## src/rtl/bwmem_pkg.sv

```systemverilog
package bwmem_pkg;

    typedef enum logic [1:0] {
        EXT_KEEP = 2'd0,
        EXT_ZERO = 2'd1,
        EXT_SIGN = 2'd2,
        EXT_RSVD = 2'd3
    } ext_mode_e;

    typedef enum logic [1:0] {
        ST_IDLE  = 2'd0,
        ST_RDATA = 2'd1,
        ST_TRAP  = 2'd2
    } acc_state_e;

endpackage

```

## src/rtl/bwmem_addr_check.sv

```systemverilog
module bwmem_addr_check #(
    parameter int ADDR_W    = 16,
    parameter int NEAR_W    = 13,
    parameter int SFR_BYTES = 2048,
    parameter int SFR_BLK   = 32,
    parameter int LSEL_W    = 1,
    parameter logic [SFR_BYTES/SFR_BLK-1:0] SFR_MAP = '1
) (
    input  logic [ADDR_W-1:0] raw_addr,
    input  logic              near_mode,
    input  logic              is_byte,
    output logic [ADDR_W-1:0] eff_addr,
    output logic [ADDR_W-1:0] ptr_inc,
    output logic              misaligned,
    output logic              unimpl_sfr
);
    localparam int SFR_AW = $clog2(SFR_BYTES);
    localparam int BLK_AW = $clog2(SFR_BLK);

    // Near-field masking only exists when the field is narrower than the bus.
    generate
        if (NEAR_W < ADDR_W) begin : g_near_mask
            localparam logic [ADDR_W-1:0] NEAR_MASK =
                {{(ADDR_W-NEAR_W){1'b0}}, {NEAR_W{1'b1}}};
            assign eff_addr = near_mode ? (raw_addr & NEAR_MASK) : raw_addr;
        end else begin : g_no_mask
            assign eff_addr = raw_addr;
        end
    endgenerate

    logic                     in_sfr;
    logic [SFR_AW-BLK_AW-1:0] blk_idx;

    always_comb begin
        in_sfr     = (eff_addr >> SFR_AW) == '0;
        blk_idx    = eff_addr[SFR_AW-1:BLK_AW];
        unimpl_sfr = in_sfr && !SFR_MAP[blk_idx];
        misaligned = !is_byte && (eff_addr[LSEL_W-1:0] != '0);
        ptr_inc    = eff_addr + (is_byte ? ADDR_W'(1) : ADDR_W'(1 << LSEL_W));
    end
endmodule

```

## src/rtl/bwmem_lane_steer.sv

```systemverilog
module bwmem_lane_steer
    import bwmem_pkg::*;
#(
    parameter int DATA_W = 16,
    parameter int LANE_W = 8,
    parameter int NLANE  = DATA_W / LANE_W,
    parameter int LSEL_W = $clog2(NLANE)
) (
    // write side
    input  logic              wr_go,
    input  logic              wr_byte,
    input  logic [LSEL_W-1:0] wr_sel,
    input  logic [DATA_W-1:0] wr_data,
    output logic [NLANE-1:0]  lane_we,
    output logic [DATA_W-1:0] lane_wdata,
    // read side
    input  logic [DATA_W-1:0] rd_word,
    input  logic              rd_zero,
    input  logic              rd_byte,
    input  logic [LSEL_W-1:0] rd_sel,
    input  ext_mode_e         rd_ext,
    input  logic [DATA_W-1:0] rd_dest,
    output logic [DATA_W-1:0] wb_data
);
    genvar g;
    generate
        for (g = 0; g < NLANE; g++) begin : g_lane
            assign lane_we[g] = wr_go && (!wr_byte || (wr_sel == LSEL_W'(g)));
            assign lane_wdata[g*LANE_W +: LANE_W] =
                wr_byte ? wr_data[LANE_W-1:0] : wr_data[g*LANE_W +: LANE_W];
        end
    endgenerate

    logic [DATA_W-1:0] word_in;
    logic [LANE_W-1:0] picked;

    always_comb begin
        word_in = rd_zero ? '0 : rd_word;
        picked  = '0;
        for (int i = 0; i < NLANE; i++) begin
            if (rd_sel == LSEL_W'(i)) picked = word_in[i*LANE_W +: LANE_W];
        end
    end

    always_comb begin
        if (!rd_byte) begin
            wb_data = word_in;
        end else begin
            unique case (rd_ext)
                EXT_ZERO: wb_data = {{(DATA_W-LANE_W){1'b0}}, picked};
                EXT_SIGN: wb_data = {{(DATA_W-LANE_W){picked[LANE_W-1]}}, picked};
                EXT_KEEP,
                EXT_RSVD: wb_data = {rd_dest[DATA_W-1:LANE_W], picked};
                default:  wb_data = {rd_dest[DATA_W-1:LANE_W], picked};
            endcase
        end
    end
endmodule

```

## src/rtl/bwmem_fault_capture.sv

```systemverilog
module bwmem_fault_capture #(
    parameter int ADDR_W = 16
) (
    input  logic              clk,
    input  logic              rst_n,
    input  logic              trap_fire,
    input  logic [ADDR_W-1:0] trap_ea,
    input  logic              clear,
    output logic [ADDR_W-1:0] fault_addr,
    output logic              fault_held
);
    always_ff @(posedge clk or negedge rst_n) begin
        if (!rst_n) begin
            fault_addr <= '0;
            fault_held <= 1'b0;
        end else if (trap_fire && !fault_held) begin
            fault_addr <= trap_ea;
            fault_held <= 1'b1;
        end else if (clear) begin
            fault_held <= 1'b0;
        end
    end

    // a held fault keeps its address until cleared
    a_r10_fault_holds: assert property (@(posedge clk) disable iff (!rst_n)
        fault_held && !clear |=> fault_held && $stable(fault_addr));

    // first fault is captured
    a_r10_fault_loads: assert property (@(posedge clk) disable iff (!rst_n)
        trap_fire && !fault_held |=> fault_held && (fault_addr == $past(trap_ea)));
endmodule

```

## src/rtl/bwmem_access_unit.sv

```systemverilog
module bwmem_access_unit
    import bwmem_pkg::*;
#(
    parameter int ADDR_W    = 16,
    parameter int DATA_W    = 16,
    parameter int LANE_W    = 8,
    parameter int NEAR_W    = 13,
    parameter int SFR_BYTES = 2048,
    parameter int SFR_BLK   = 32,
    parameter logic [SFR_BYTES/SFR_BLK-1:0] SFR_MAP = 64'hFFFF_FFFF_FFFF_FFF5,
    localparam int NLANE  = DATA_W / LANE_W,
    localparam int LSEL_W = $clog2(NLANE)
) (
    input  logic                clk,
    input  logic                rst_n,
    input  logic                req_valid,
    output logic                req_ready,
    input  logic                req_write,
    input  logic                req_byte,
    input  logic                req_near,
    input  logic [ADDR_W-1:0]   req_addr,
    input  logic [DATA_W-1:0]   req_wdata,
    input  logic [1:0]          req_ext,
    input  logic [DATA_W-1:0]   dest_old,
    output logic [ADDR_W-1:0]   ptr_next,
    output logic                rsp_valid,
    output logic [DATA_W-1:0]   rsp_data,
    output logic                mem_en,
    output logic [ADDR_W-LSEL_W-1:0] mem_word_addr,
    output logic [NLANE-1:0]    mem_we,
    output logic [DATA_W-1:0]   mem_wdata,
    input  logic [DATA_W-1:0]   mem_rdata,
    output logic                trap_pulse,
    input  logic                fault_clear,
    output logic [ADDR_W-1:0]   fault_addr,
    output logic                fault_held
);
    acc_state_e state_q, state_d;

    logic [ADDR_W-1:0] ea;
    logic              mis;
    logic              unimpl;
    logic              accept;
    logic              wr_go;

    // latched request fields for the data and trap phases
    logic              l_byte;
    logic              l_mis;
    logic              l_unimpl;
    logic [LSEL_W-1:0] l_sel;
    ext_mode_e         l_ext;
    logic [DATA_W-1:0] l_dest;
    logic [ADDR_W-1:0] l_ea;

    bwmem_addr_check #(
        .ADDR_W(ADDR_W), .NEAR_W(NEAR_W), .SFR_BYTES(SFR_BYTES),
        .SFR_BLK(SFR_BLK), .LSEL_W(LSEL_W), .SFR_MAP(SFR_MAP)
    ) u_addr (
        .raw_addr  (req_addr),
        .near_mode (req_near),
        .is_byte   (req_byte),
        .eff_addr  (ea),
        .ptr_inc   (ptr_next),
        .misaligned(mis),
        .unimpl_sfr(unimpl)
    );

    assign accept = req_valid && (state_q == ST_IDLE);
    assign wr_go  = accept && req_write && !mis && !unimpl;

    bwmem_lane_steer #(
        .DATA_W(DATA_W), .LANE_W(LANE_W), .NLANE(NLANE), .LSEL_W(LSEL_W)
    ) u_steer (
        .wr_go     (wr_go),
        .wr_byte   (req_byte),
        .wr_sel    (ea[LSEL_W-1:0]),
        .wr_data   (req_wdata),
        .lane_we   (mem_we),
        .lane_wdata(mem_wdata),
        .rd_word   (mem_rdata),
        .rd_zero   (l_unimpl),
        .rd_byte   (l_byte),
        .rd_sel    (l_sel),
        .rd_ext    (l_ext),
        .rd_dest   (l_dest),
        .wb_data   (rsp_data)
    );

    bwmem_fault_capture #(.ADDR_W(ADDR_W)) u_fault (
        .clk       (clk),
        .rst_n     (rst_n),
        .trap_fire (trap_pulse),
        .trap_ea   (l_ea),
        .clear     (fault_clear),
        .fault_addr(fault_addr),
        .fault_held(fault_held)
    );

    assign mem_en        = accept && (!req_write || wr_go);
    assign mem_word_addr = ea[ADDR_W-1:LSEL_W];

    // state register
    always_ff @(posedge clk or negedge rst_n) begin
        if (!rst_n) state_q <= ST_IDLE;
        else        state_q <= state_d;
    end

    // next state
    always_comb begin
        state_d = state_q;
        unique case (state_q)
            ST_IDLE: begin
                if (accept) begin
                    if (!req_write) state_d = ST_RDATA;
                    else if (mis)   state_d = ST_TRAP;
                    else            state_d = ST_IDLE;
                end
            end
            ST_RDATA: state_d = l_mis ? ST_TRAP : ST_IDLE;
            ST_TRAP:  state_d = ST_IDLE;
            default:  state_d = ST_IDLE;
        endcase
    end

    // outputs
    always_comb begin
        req_ready  = 1'b0;
        rsp_valid  = 1'b0;
        trap_pulse = 1'b0;
        unique case (state_q)
            ST_IDLE:  req_ready  = 1'b1;
            ST_RDATA: rsp_valid  = 1'b1;
            ST_TRAP:  trap_pulse = 1'b1;
            default:  req_ready  = 1'b0;
        endcase
    end

    // request capture
    always_ff @(posedge clk or negedge rst_n) begin
        if (!rst_n) begin
            l_byte   <= 1'b0;
            l_mis    <= 1'b0;
            l_unimpl <= 1'b0;
            l_sel    <= '0;
            l_ext    <= EXT_KEEP;
            l_dest   <= '0;
            l_ea     <= '0;
        end else if (accept) begin
            l_byte   <= req_byte;
            l_mis    <= mis;
            l_unimpl <= unimpl;
            l_sel    <= ea[LSEL_W-1:0];
            l_ext    <= ext_mode_e'(req_ext);
            l_dest   <= dest_old;
            l_ea     <= ea;
        end
    end

    // a byte write touches at most one lane
    a_r2_byte_one_lane: assert property (@(posedge clk) disable iff (!rst_n)
        accept && req_byte |-> $onehot0(mem_we));

    // misaligned word write raises no strobe and traps next cycle
    a_r5_no_strobe: assert property (@(posedge clk) disable iff (!rst_n)
        accept && req_write && mis |-> mem_we == '0);
    a_r5_trap_next: assert property (@(posedge clk) disable iff (!rst_n)
        accept && req_write && mis |=> trap_pulse);

    // misaligned read returns data before the trap
    a_r4_data_first: assert property (@(posedge clk) disable iff (!rst_n)
        accept && !req_write && mis |=> rsp_valid && !trap_pulse);
    a_r4_trap_after: assert property (@(posedge clk) disable iff (!rst_n)
        rsp_valid && l_mis |=> trap_pulse);

    // trap is a single-cycle pulse
    a_r10_trap_single: assert property (@(posedge clk) disable iff (!rst_n)
        trap_pulse |=> !trap_pulse);

    // no request accepted while busy
    a_r11_busy_quiet: assert property (@(posedge clk) disable iff (!rst_n)
        !req_ready |-> !mem_en);
endmodule

```

## config.mk

```make
export PLATFORM = sky130hd
export DESIGN_NAME = bwmem_access_unit
export DESIGN_NICKNAME = d
export VERILOG_FILES = /design/src/rtl/bwmem_pkg.sv /design/src/rtl/bwmem_addr_check.sv /design/src/rtl/bwmem_lane_steer.sv /design/src/rtl/bwmem_fault_capture.sv /design/src/rtl/bwmem_access_unit.sv
export SDC_FILE = /design/constraint.sdc
export NUM_CORES = 1
export LEC_CHECK = 0
export BUFFER_PORTS_ARGS = -buffer_cell sky130_fd_sc_hd__buf_2
export CORE_ASPECT_RATIO = 0.7
export CORE_UTILIZATION = 48
export CTS_CLUSTER_DIAMETER = 50
export DETAILED_ROUTE_END_ITERATION = 7
export PLACE_DENSITY = 0.84
export SLEW_MARGIN = 20
export SYNTH_ARGS = -nofsm -noshare
export SYNTH_HDL_FRONTEND = slang
export SYNTH_SLANG_ARGS = --single-unit
```

## constraint.sdc

```tcl
create_clock -name clk -period 3.2 [get_ports clk]
set_input_delay 0.16 -clock clk [delete_from_list [all_inputs] [get_ports clk]]
set_output_delay 0.16 -clock clk [all_outputs]
set_load 0.03 [all_outputs]
```

==> results.py <==
metrics = {
    "outcome": {
        "outcome": "finished, final reports clean",
    },
    "run": {
        "maxCapViolCount": 0,
    },
    "timing": {
        "rsz0062_at_grt": "false",
        "hold_viol_final": 0,
        "fin_ws_ns": 1.139,
        "worst_slew_pin_slew_ns": 0.8217,
        "finalSetupViolCount": 0,
        "fin_skew_ns": 0.01332,
        "maxSlewViolCount": 0,
        "timing.fmax_mhz": 485.2,
        "post-route-min-period_ns": 2.061,
        "fin_crit_sh": 0.6441,
        "maxSlewHeadroom": 0.4502,
        "setup_tns_ns": 0,
    },
    "synthesis": {
        "syn_area_mm2": 0.002783,
        "synthAdderAreaFrac": 0.03417,
        "ys.flop_type": "dfrtp_1",
        "synth_nets": 342,
        "synth-seq-cells": 48,
        "yosys.area_share.simple": 0.1439,
        "synth_xor_area_frac": 0.04406,
        "synth_edf_count": 0,
        "netlist_instances": 262,
        "yosys_warnings": 0,
        "async_reset_ff_frac": 1.000,
        "syn_area_per_cell_um2": 10.62,
        "synth_compound_area_frac": 0.06385,
        "muxShareOfSynthArea": 0.1978,
        "synth_top_family_by_area": "multiplexers",
        "ys_seq_area_frac": 0.4317,
        "yosysUniqueCellTypes": 36,
    },
    "placed_design": {
        "place_ws_ns": 1.106,
        "gp_congestion": 0.7799,
        "hpwl_um": 5204,
        "port_buffers": 150,
    },
    "global_route": {
        "grt_use_total": 0.2282,
        "grt_pass1_wl_um": 10650,
        "overflow": 0,
        "grt_max_degree": 49,
        "antenna_found_initial": 0,
        "grt_pass1_vias": 2248,
    },
    "cts": {
        "cts_buffer_depth": 2,
        "root_buffer": "clkbuf_8",
        "clkSinkCount": 48,
        "numCtsBuffers": 5,
        "clk_latency_ns": 0.30,
        "cts_tree": "done",
        "htreeDepth": 2,
        "post_cts_buffers": 0,
        "postCtsResizedCells": 0,
        "ctsHoldBuffers": 0,
        "path_clk_slew_ns": 0.07,
    },
    "setup_path": {
        "critPathMaxStageDelay_ns": 0.33,
        "worstPathCellList": "buf_2 > inv_1 > ha_1 > a21o_1 > nor4b_4 > nand4_1 > xnor2_1 > buf_2",
        "crit_fanout": 11,
        "cp-start-kind": "input port",
        "crit_required_ns": 3.04,
        "crit_path_frequent_cell": "buf_2",
        "path_class": "in -> out",
        "reg2reg_slack_ns": 1.45,
        "end_kind": "output port",
        "cpMaxStageDelayCell": "nor4b_4",
        "arrival_ns": 1.90,
    },
    "final_layout": {
        "final_layout_size_suffix_gt1_frac": 0.4169,
        "final_cell_mix": "149 x buf_2, 48 x mux2_1, 48 x dfrtp_1",
        "fillers": 477,
        "nets": 470,
        "final_common_cell": "buf_2",
        "antenna_cells": 0,
        "area_growth_pct": 27.16,
        "utilization": 0.6525,
    },
    "die": {
        "io_pins": 159,
        "rows": 22,
        "start_util": 0.5132,
        "placeableCoreArea_mm2": 0.005423,
        "die_h_um": 65.71,
        "die-area_mm2": 0.006111,
        "die_w_um": 93.01,
    },
    "power_and_ir_drop": {
        "powerDensity_mw_per_mm2": 622.2,
        "peakVddDrop_mv": 0.4193,
        "p_leak_nw": 1.839,
    },
    "detailed_routing": {
        "vias": 2363,
        "routed_wl_um": 6673,
        "ant_nets": 0,
        "wl_per_cell_um": 14.41,
        "post-route-drc-count": 0,
        "routed_via_density": 5.104,
        "drtIter0Drc": 87,
        "drt_pre_antenna_iters": 4,
    },
    "worst_hold_path": {
        "holdCritPathClass": "in -> reg",
    },
}
-- worst max-delay path: cells and delay by family --
kind	cells	cell delay [ns]
and+or+nand+nor	2	0.51
adders and majority gates	1	0.30
xor gates and xnor gates	1	0.17
AOI/OAI and AO/OA	1	0.17
buffers and inverters	3	0.60
-- kinds of logic after synthesis --
family / after synthesis
xor+xnor: 14
buf+inv: 38
compound gates: 34
flops: 48
fa+ha+maj: 7
simple gates: 72
mux: 49
-- metal layers --
metal,vias to the layer above,wire [um],global-route usage
met1,1130,2903,0.2690
met4,0,65,0.06731
met2,93,3228,0.4145
li1,1133,-,-
met3,7,476,0.05556
met5,-,0,0
-- per-stage QoR --
stage,power (mW),instance area [um2],hold WS [ns],std cells
6_report,2.202,3538,0.06294,463
5_1_grt,2.319,3538,0.06084,463
4_1_cts,2.216,3526,0.05715,462
3_5_place_dp,1.787,3418,0.3711,454
3_3_place_gp,1.754,3418,0.3587,454
2_1_floorplan,1.494,2783,-0.1356,262
-- final timing paths --
path | startpoint | end | cells after the start
min reg2reg | u_fault.fault_addr[0]$_DFFE_PN0P_ | u_fault.fault_addr[0]$_DFFE_PN0P_ | 1
min | req_write | state_q[0]$_DFFE_PN0P_ | 2
max | req_byte | ptr_next[15] | 8
max reg2reg | state_q[0]$_DFFE_PN0P_ | u_fault.fault_addr[10]$_DFFE_PN0P_ | 3
min in group asynchronous | rst_n | l_ea[7]$_DFFE_PN0N_ | 2
max in group asynchronous | rst_n | l_ext[1]$_DFFE_PN0N_ | 2
-- state kept, by name, indices dropped and copies added (netlist names) --
signal,flops
l_dest,8
state_q,2
l_mis,1
l_unimpl,1
l_ea,16
l_byte,1
u_fault.fault_addr,16
l_ext,2
u_fault.fault_held,1
-- report_power, final --
part / switching [mW] / internal, mW / total (mW)
sequential: 0.0944 / 0.765 / 0.859
clock: 0.197 / 0.232 / 0.429
combinational: 0.616 / 0.297 / 0.913
total: 0.907 / 1.29 / 2.20
-- cells in the mapped netlist (2+ instances only) --
master	number	area [um2]
nor2_1	8	30.03
nand4_1	2	12.51
a21o_1	2	15.01
nand2b_1	2	12.51
xnor2_1	10	87.58
nor3_1	2	10.01
ha_1	6	75.07
nand3_1	13	65.06
nor2b_1	4	25.02
buf_4	20	150.1
nand2_1	27	101.4
and3_1	3	18.77
buf_2	2	10.01
buf_6	2	22.52
inv_1	6	22.52
mux2_1	48	540.5
and2b_1	2	15.01
clkinv_1	2	7.510
o21ai_1	13	65.06
a21oi_1	18	90.09
xor2_1	4	35.03
clkbuf_1	5	18.77
dfrtp_1	48	1201
-- final cells by class --
| type | instances | area [um2] | area share |
|---|---|---|---|
| clock inverter | 2 | 35.03 | 0.009901 |
| inverter | 8 | 30.03 | 0.008487 |
| clock buffer | 6 | 72.57 | 0.02051 |
| sequential | 48 | 1201 | 0.3395 |
| timing repair buffer | 151 | 763.2 | 0.2157 |
| multi-input combinational | 176 | 1346 | 0.3805 |
| tap | 72 | 90.09 | 0.02546 |
No activity file was read; power rests on OpenSTA's default activity.
